==> src/rtl/sfrac_div_pkg.sv <==
package sfrac_div_pkg;
  // strobes from the sequencer to the arithmetic datapath
  typedef struct packed {
    logic load;   // capture operands
    logic setup;  // form magnitudes and signs
    logic step;   // one restoring iteration
    logic fix;    // apply signs, publish results
  } dpCtl_t;
endpackage

==> src/rtl/sfrac_div_ctrl.sv <==
module sfrac_div_ctrl
  import sfrac_div_pkg::*;
#(
  parameter int FW = 36
) (
  input  logic   clk,
  input  logic   rstN,
  input  logic   start,
  input  logic   errNow,
  output dpCtl_t ctl,
  output logic   ready,
  output logic   done
);
  localparam int ITERS = FW - 1;
  localparam int CW    = $clog2(ITERS);

  typedef enum logic [2:0] {S_IDLE, S_SETUP, S_ITER, S_FIX, S_FIN} state_t;
  state_t state;
  logic [CW-1:0] iterCnt;

  always_ff @(posedge clk) begin
    if (!rstN) begin
      state   <= S_IDLE;
      iterCnt <= '0;
    end else begin
      unique case (state)
        S_IDLE:  if (start) state <= S_SETUP;
        S_SETUP: begin
          iterCnt <= '0;
          state   <= errNow ? S_FIN : S_ITER;
        end
        S_ITER: begin
          iterCnt <= iterCnt + CW'(1);
          if (iterCnt == CW'(ITERS - 1)) state <= S_FIX;
        end
        S_FIX:   state <= S_FIN;
        S_FIN:   state <= S_IDLE;
        default: state <= S_IDLE;
      endcase
    end
  end

  always_comb begin
    ctl.load  = (state == S_IDLE) && start;
    ctl.setup = (state == S_SETUP);
    ctl.step  = (state == S_ITER);
    ctl.fix   = (state == S_FIX);
  end

  assign ready = (state == S_IDLE);
  assign done  = (state == S_FIN);

  // completion is a single-cycle pulse
  a_r6_done_pulse: assert property (@(posedge clk) disable iff (!rstN)
    done |=> !done);

  // once busy, the block only becomes ready again through done
  a_r8_busy_until_done: assert property (@(posedge clk) disable iff (!rstN)
    (!ready && !done) |=> !ready);

  // an accepted start always leaves the idle state
  a_r6_start_leaves_idle: assert property (@(posedge clk) disable iff (!rstN)
    (ready && start) |=> !ready);
endmodule

==> src/rtl/sfrac_div_dp.sv <==
module sfrac_div_dp
  import sfrac_div_pkg::*;
#(
  parameter int FW = 36
) (
  input  logic          clk,
  input  logic          rstN,
  input  dpCtl_t        ctl,
  input  logic [2*FW-2:0] dividend,
  input  logic [FW-1:0] divisor,
  output logic          errNow,
  output logic [FW-1:0] quotient,
  output logic [FW-1:0] remainder,
  output logic          divCheck
);
  localparam int DW = 2 * FW - 1;  // dividend width
  localparam int M  = FW - 1;      // magnitude bits per fraction

  logic [DW-1:0] dvdReg;
  logic [FW-1:0] dvsReg;
  logic [DW-1:0] dvdMag;
  logic [FW-1:0] dvsMag;

  logic [M-1:0]  part;      // partial remainder
  logic [M-1:0]  low;       // dividend low half, becomes quotient
  logic [FW-1:0] dvsM;
  logic          qNeg, rNeg;

  logic [FW-1:0] trialIn;
  logic [FW:0]   diff;
  logic          qBit;

  always_comb begin
    dvdMag  = dvdReg[DW-1] ? (~dvdReg + DW'(1)) : dvdReg;
    dvsMag  = dvsReg[FW-1] ? (~dvsReg + FW'(1)) : dvsReg;
    errNow  = (dvsMag == '0) || (dvdMag[DW-1:M] >= dvsMag);
    trialIn = {part, low[M-1]};
    diff    = {1'b0, trialIn} - {1'b0, dvsM};
    qBit    = !diff[FW];
  end

  always_ff @(posedge clk) begin
    if (!rstN) begin
      dvdReg    <= '0;
      dvsReg    <= '0;
      part      <= '0;
      low       <= '0;
      dvsM      <= '0;
      qNeg      <= 1'b0;
      rNeg      <= 1'b0;
      quotient  <= '0;
      remainder <= '0;
      divCheck  <= 1'b0;
    end else begin
      if (ctl.load) begin
        dvdReg   <= dividend;
        dvsReg   <= divisor;
        divCheck <= 1'b0;
      end
      if (ctl.setup) begin
        part     <= dvdMag[DW-2:M];
        low      <= dvdMag[M-1:0];
        dvsM     <= dvsMag;
        qNeg     <= dvdReg[DW-1] ^ dvsReg[FW-1];
        rNeg     <= dvdReg[DW-1];
        divCheck <= errNow;
      end
      if (ctl.step) begin
        part <= qBit ? diff[M-1:0] : trialIn[M-1:0];
        low  <= {low[M-2:0], qBit};
      end
      if (ctl.fix) begin
        quotient  <= qNeg ? (~{1'b0, low} + FW'(1)) : {1'b0, low};
        remainder <= (rNeg && part != '0) ? (~{1'b0, part} + FW'(1)) : {1'b0, part};
      end
    end
  end

  // the partial remainder never reaches the divisor magnitude
  a_r4_rem_below_divisor: assert property (@(posedge clk) disable iff (!rstN)
    ctl.step |=> ({1'b0, part} < dvsM));

  // a nonzero published remainder carries the dividend sign
  a_r5_rem_sign: assert property (@(posedge clk) disable iff (!rstN)
    ($past(ctl.fix) && remainder != '0) |-> (remainder[FW-1] == rNeg));

  // a nonzero published quotient carries the sign product
  a_r3_quot_sign: assert property (@(posedge clk) disable iff (!rstN)
    ($past(ctl.fix) && quotient != '0) |-> (quotient[FW-1] == qNeg));

  // an illegal division never publishes new results
  a_r7_hold_on_error: assert property (@(posedge clk) disable iff (!rstN)
    (divCheck && !ctl.load) |=> ($stable(quotient) && $stable(remainder)));
endmodule

==> src/rtl/sfrac_div.sv <==
module sfrac_div
  import sfrac_div_pkg::*;
#(
  parameter int FW = 36
) (
  input  logic            clk,
  input  logic            rstN,
  input  logic            start,
  input  logic [2*FW-2:0] dividend,
  input  logic [FW-1:0]   divisor,
  output logic            ready,
  output logic            done,
  output logic [FW-1:0]   quotient,
  output logic [FW-1:0]   remainder,
  output logic            divCheck
);
  dpCtl_t ctl;
  logic   errNow;

  sfrac_div_ctrl #(.FW(FW)) ctrl_i (
    .clk    (clk),
    .rstN   (rstN),
    .start  (start),
    .errNow (errNow),
    .ctl    (ctl),
    .ready  (ready),
    .done   (done)
  );

  sfrac_div_dp #(.FW(FW)) dp_i (
    .clk       (clk),
    .rstN      (rstN),
    .ctl       (ctl),
    .dividend  (dividend),
    .divisor   (divisor),
    .errNow    (errNow),
    .quotient  (quotient),
    .remainder (remainder),
    .divCheck  (divCheck)
  );
endmodule

==> config.mk <==
export PLATFORM = sky130hd
export DESIGN_NAME = sfrac_div
export DESIGN_NICKNAME = d
export VERILOG_FILES = /design/src/rtl/sfrac_div_pkg.sv /design/src/rtl/sfrac_div_ctrl.sv /design/src/rtl/sfrac_div_dp.sv /design/src/rtl/sfrac_div.sv
export SDC_FILE = /design/constraint.sdc
export NUM_CORES = 1
export LEC_CHECK = 0
export CAP_MARGIN = 20
export CORE_MARGIN = 1.5
export CORE_UTILIZATION = 55
export DETAILED_ROUTE_END_ITERATION = 8
export GPL_TIMING_DRIVEN = 0
export PLACE_DENSITY = 0.78
export SLEW_MARGIN = 5
export SYNTH_ARGS = -nofsm -noshare
export SYNTH_HDL_FRONTEND = slang
export SYNTH_HIERARCHICAL = 1
export SYNTH_SLANG_ARGS = --single-unit
==> constraint.sdc <==
create_clock -name clk -period 5.8 [get_ports clk]
set_input_delay 0.87 -clock clk [delete_from_list [all_inputs] [get_ports clk]]
set_output_delay 0.87 -clock clk [all_outputs]
set_load 0.01 [all_outputs]
Word level (Yosys, flattened, before mapping)
Cells that the tools add are included.
- input port bits: 110
- register bits: 297
- reduce and logical (&&, ||, !) cells: 10
- multiplexer cells: 16
- bitwise gates (word level): 5
- equality and inequality tests: 7
- add/sub/neg operators: 6
- order comparisons: 1
- operator list (operator ; number):
    $mux W35 ; 5
    $add A36 B1 Y36 const B ; 3
    $mux W36 ; 3
    $not A35 Y36 ; 2
    $add A71 B1 Y71 const B ; 1
    $mux W71 ; 1
    $not A71 Y71 ; 1
    $sub A36 B36 Y37 ; 1
    $ge A36 B36 Y1 ; 1
    $logic_not A36 Y1 ; 1
    $not A36 Y36 ; 1
    $reduce_bool A35 Y1 ; 1
    $pmux W3 S4 ; 1
    $pmux W6 S2 ; 1
    $mux W3 ; 3
    $add A6 B1 Y6 const B ; 1
    $eq A3 B2 Y1 const B ; 2
    $eq A6 B6 Y1 const B ; 1
    $reduce_bool A2 Y1 ; 2
    $eq A3 B1 Y1 const B ; 1
    $eq A3 B3 Y1 const B ; 1
    $logic_not A3 Y1 ; 1
    $logic_and A1 B1 Y1 ; 2
    $mux W1 ; 2
    6 further kinds ; 6

Logic depth before layout (Yosys ltp)
- depth in word-level cells: 7
- mapped depth: 21
- gate-level depth less buffers: 21

Hierarchy
The synthesis kept the hierarchy.
- by module, submodules not included (module ; sequential area each (um^2) ; cells each ; instances ; area each (um^2)):
    sfrac_div_dp ; 5765.5 ; 2121 ; 1 ; 17510.5
    sfrac_div_ctrl ; 180.2 ; 54 ; 1 ; 484.2

Worst setup path before layout
No wires, ideal clock.
- path kind: register -> register
- from: reg dp_i.dvdReg[2]
- to: reg ctrl_i.state[1]
- data arrival time: 4.632 ns
- path buffers: 1
- path slack: 1.082 ns
- stages on the path, launching flop included: 21
- library setup time: 0.086 ns
- cell sequence: dfxtp_1 or4_1 or4_1 clkbuf_1 nor4_1 nand4_1 o21ai_0 xnor2_1 ha_1 and4_1 a311o_1 a21o_1 a21oi_1 o21ai_0 a311oi_1 nor3_1 o21ai_0 nand3_1 nor2_1 nand2_1 a211oi_1
- word-level cells in the longest chain between the ends: 7
- ends and longest elaborated chain (element ; RTL line ; RTL):
    start: declaration ; sfrac_div_dp.sv:19 ; logic [DW-1:0] dvdReg;
    start signal: assignment ; sfrac_div_dp.sv:56 ; dvdReg <= dividend;
    $not A71 Y71 ; sfrac_div_dp.sv:34 ; dvdMag = dvdReg[DW-1] ? (~dvdReg + DW'(1)) : dvdReg;
    $add A71 B1 Y71 ; sfrac_div_dp.sv:34 ;
    $mux W71 ; sfrac_div_dp.sv:34 ;
    $ge A36 B36 Y1 ; sfrac_div_dp.sv:36 ; errNow = (dvsMag == '0) || (dvdMag[DW-1:M] >= dvsMag);
    $logic_or A1 B1 Y1 ; sfrac_div_dp.sv:36 ;
    named net errNow ; sfrac_div.sv:18 ; logic errNow;
    $mux W3 ; sfrac_div_ctrl.sv:30 ; state <= errNow ? S_FIN : S_ITER;
    $pmux W3 S4 ; sfrac_div_ctrl.sv:26 ; unique case (state)
    end signal: assignment ; sfrac_div_ctrl.sv:30 ;
    end: declaration ; sfrac_div_ctrl.sv:18 ; state_t state;
The timed path passes the listed nets, and every way through them passes these cells.
A chain may end at the register's enable or synchronous reset.

Worst setup path after layout
- from: reg dp_i.dvdReg[10]
- to: reg ctrl_i.state[1]
Same word-level chain as after synthesis.

==> results.ini <==
[run_status]
run_status=finished clean

[layout]
multi_input_area_um2=11300
fin_util=0.6707
postLayoutCellArea_um2=21710
synthToLayoutAreaGrowth_pct=20.65
antenna_cells=0
final-seq-area_um2=5946
drive_above_1_share=0.04545
layout_common_cells=nor2_1, dfxtp_1, clkdlybuf4s50_1
nFillCells=2804
fin_cells=2862
layout.nets=2585
mostFrequentLayoutCell=nor2_1

[yosys]
synthDominantCellAreaShare=0.3304
synth-edff-count=0
syn-num-nets=2364
ys_ff_latch=297
syn_inst=2175
yosys-top-cells-area=dfxtp_1, nor2_1, mux2i_1, xor2_1, a211oi_1
ys.flop_type=dfxtp_1
yosysUniqueCellTypes=81
yosysWarningCount=6
syn_area_per_cell_um2=8.273
async_reset_ff_frac=0
synth_top_area_cell=dfxtp_1
synth_area_um2=17990
seq_area_frac_synth=0.3304

[worst_setup_path]
crit_arrival_ns=6.10
endpoint_kind=flip-flop
cp.buffers_inverters=0
cp_slowest_stage_delay_ns=0.66
path_max_fanout=6
critPathKind=reg2reg
crit_slowest_cell=or4_1
worstPathRequired_ns=6.30
critPathLaunchType=flip-flop
path_delay_family=simple AND/OR/NAND/NOR gates
cp_cell_sequence=or4_1, or3_1, nor4_4, nand4_1, o31ai_4, xnor2_2, ha_1, and4_1, a311o_1, a21o_1, a21oi_1, o21ai_0, a311oi_1, nor3_1, o21ai_1, nand3_2, nor2_1, nand2_1, a211oi_1

[placed_design]
numPortBuffers=184
dp.cells=2801
placed_cell_area_um2=20390
place_hpwl_um=46600
routabilityCongestion=0.9657

[floorplanning]
die_w_um=183.9
die_h_um=183.9
die-area_um2=33810
start_util=0.5559
core_area_um2=32370
io_pins=185
row_count=66

[cts]
tritoncts=done
hold_buffers=0
numCtsBuffers=31
cts_max_path_buffers=3
cts.sinks=297
root_buffer=clkbuf_16
h-tree-depth=1
cts.clk_slew.worst_paths_ns=0.06
worstSkewPairLatency_ns=0.59

[flow_run]
cap_violations=0

[global_route]
grt_overflow=0
grt_util_met2=0.5595
grt_max_degree=17
grt.met1_usage=0.4599
busiest_layer=met2
grt_util_all_layers=0.3464
antenna_found_initial=1
grt_util_met3=0.05071
grt_pass1_wl_um=91380
first_global_vias=16458

[timing]
worstMarginPinSlew_ns=1.084
rsz0062_at_grt=false
period_minus_slack_ns=5.597
skew_ns=0.01336
maxSlewHeadroom=0.2671
fin_crit_sh=0.9651
hold_viol=0
final_max_slew_viol_count=0
setup_viol=0
max_freq_mhz=178.7

[power_and_ir_drop]
p_per_area_nw_per_um2=404.9
leakage_nw=8.038
vdd_drop_max_mv=0.2612
total_power_mw=8.791

[routing]
viasPerCell=6.174
vias=17669
postRouteWirelength_um=60340
drt_iter0_markers=1740
drc=0
ant_nets=0
wl_per_cell_um=21.08
dr.pass1.iters=6

[min_path]
min_path_type=reg2reg

## layer usage
layer	up-vias	routed length (um)
met4	2	2538
met3	163	5637
met5	-	13
li1	8303	-
met1	8301	25240
met2	900	26910
## area by class of cell
| type | count | share of cell area |
|---|---|---|
| multi-input combinational | 1666 | 0.5204 |
| sequential | 297 | 0.2739 |
| timing repair buffer | 188 | 0.08622 |
| clock buffer | 40 | 0.04005 |
| buffer | 144 | 0.02645 |
| tap | 442 | 0.02547 |
| clock inverter | 17 | 0.01556 |
| inverter | 68 | 0.01199 |
## timing repair
action | 4_1_cts | 5_1_grt
endpoints found under the setup margin | 2 | 2
gates resized for setup | 5 | 10
setup buffers | 2 | 2
pin swaps | 1 | 4
## worst paths after layout
check | from | endpoint | slack, ns | cells past startpoint
hold / removal | dp_i/remainder[29] | dp_i/remainder[29] | 0.48 | 2
hold reg to reg | dp_i/remainder[29] | dp_i/remainder[29] | 0.48 | 2
setup / recovery | dp_i/dvdReg[10] | ctrl_i/state[1] | 0.20 | 19
setup reg to reg | dp_i/dvdReg[10] | ctrl_i/state[1] | 0.20 | 19
## Yosys cell counts (11+ instances only)
library cell and number:
nand4_1 26, a21o_1 24, nor3_1 28, nand3_1 31
mux2i_1 136, o31ai_1 47, a211oi_1 145, inv_1 66
dfxtp_1 297, ha_1 78, nand2b_1 18, a31oi_1 13
or3_1 35, o41ai_1 28, o211ai_1 12, o21ai_0 98
xor2_1 127, nor2_1 372, or4_1 25, a21oi_1 86
clkbuf_1 116, nand2_1 102, xnor2_1 63, nor2b_1 19
nor4_1 11, buf_1 21
## flip-flops by register name (all words and copies together) (netlist names)
register        count
dp_i/dvdReg        71
dp_i/dvsM          36
dp_i/dvsReg        36
dp_i/quotient      36
dp_i/remainder     36
dp_i/low           35
dp_i/part          35
ctrl_i/iterCnt      6
ctrl_i/state        3
dp_i/divCheck       1
dp_i/qNeg           1
dp_i/rNeg           1
## stage by stage
stage               setup slack, ns  hold slack, ns  TNS, ns
global placement            -0.1889          0.4763  -0.2065
CTS                         0.02688          0.4856        0
finish                       0.2027          0.4826        0
global route               0.003194          0.5003        0
floorplan                     1.082          0.4548        0
detailed placement          -0.2538          0.4772  -0.3367
## cell families (layout without fill, tap and decap cells)
| logic type | Yosys count | after routing | synth area share |
|---|---|---|---|
| AO/OA/AOI/OAI | 541 | 541 | 0.2105 |
| adder cells (fa/ha/maj) | 79 | 79 | 0.05535 |
| XOR/XNOR | 190 | 190 | 0.09248 |
| multiplexers | 141 | 141 | 0.07878 |
| buffers and inverters | 212 | 457 | 0.04638 |
| AND/OR/NAND/NOR | 715 | 715 | 0.1861 |
| flip-flops | 297 | 297 | 0.3304 |
## worst min-delay path: stages (launching register included)
cell and delay, ns:
dfxtp_1 0.31, nor2_1 0.08, a211oi_1 0.05
## power breakdown
| part | switching [mW] | leakage, nW | total, mW | internal (mW) |
|---|---|---|---|---|
| combinational | 2.38 | 5.03 | 3.87 | 1.49 |
| sequential | 0.329 | 2.43 | 2.59 | 2.26 |
| clock | 0.871 | 0.586 | 2.33 | 1.46 |
| total | 3.58 | 8.04 | 8.79 | 5.22 |
Note: power is estimated with default switching activity, not from simulation.
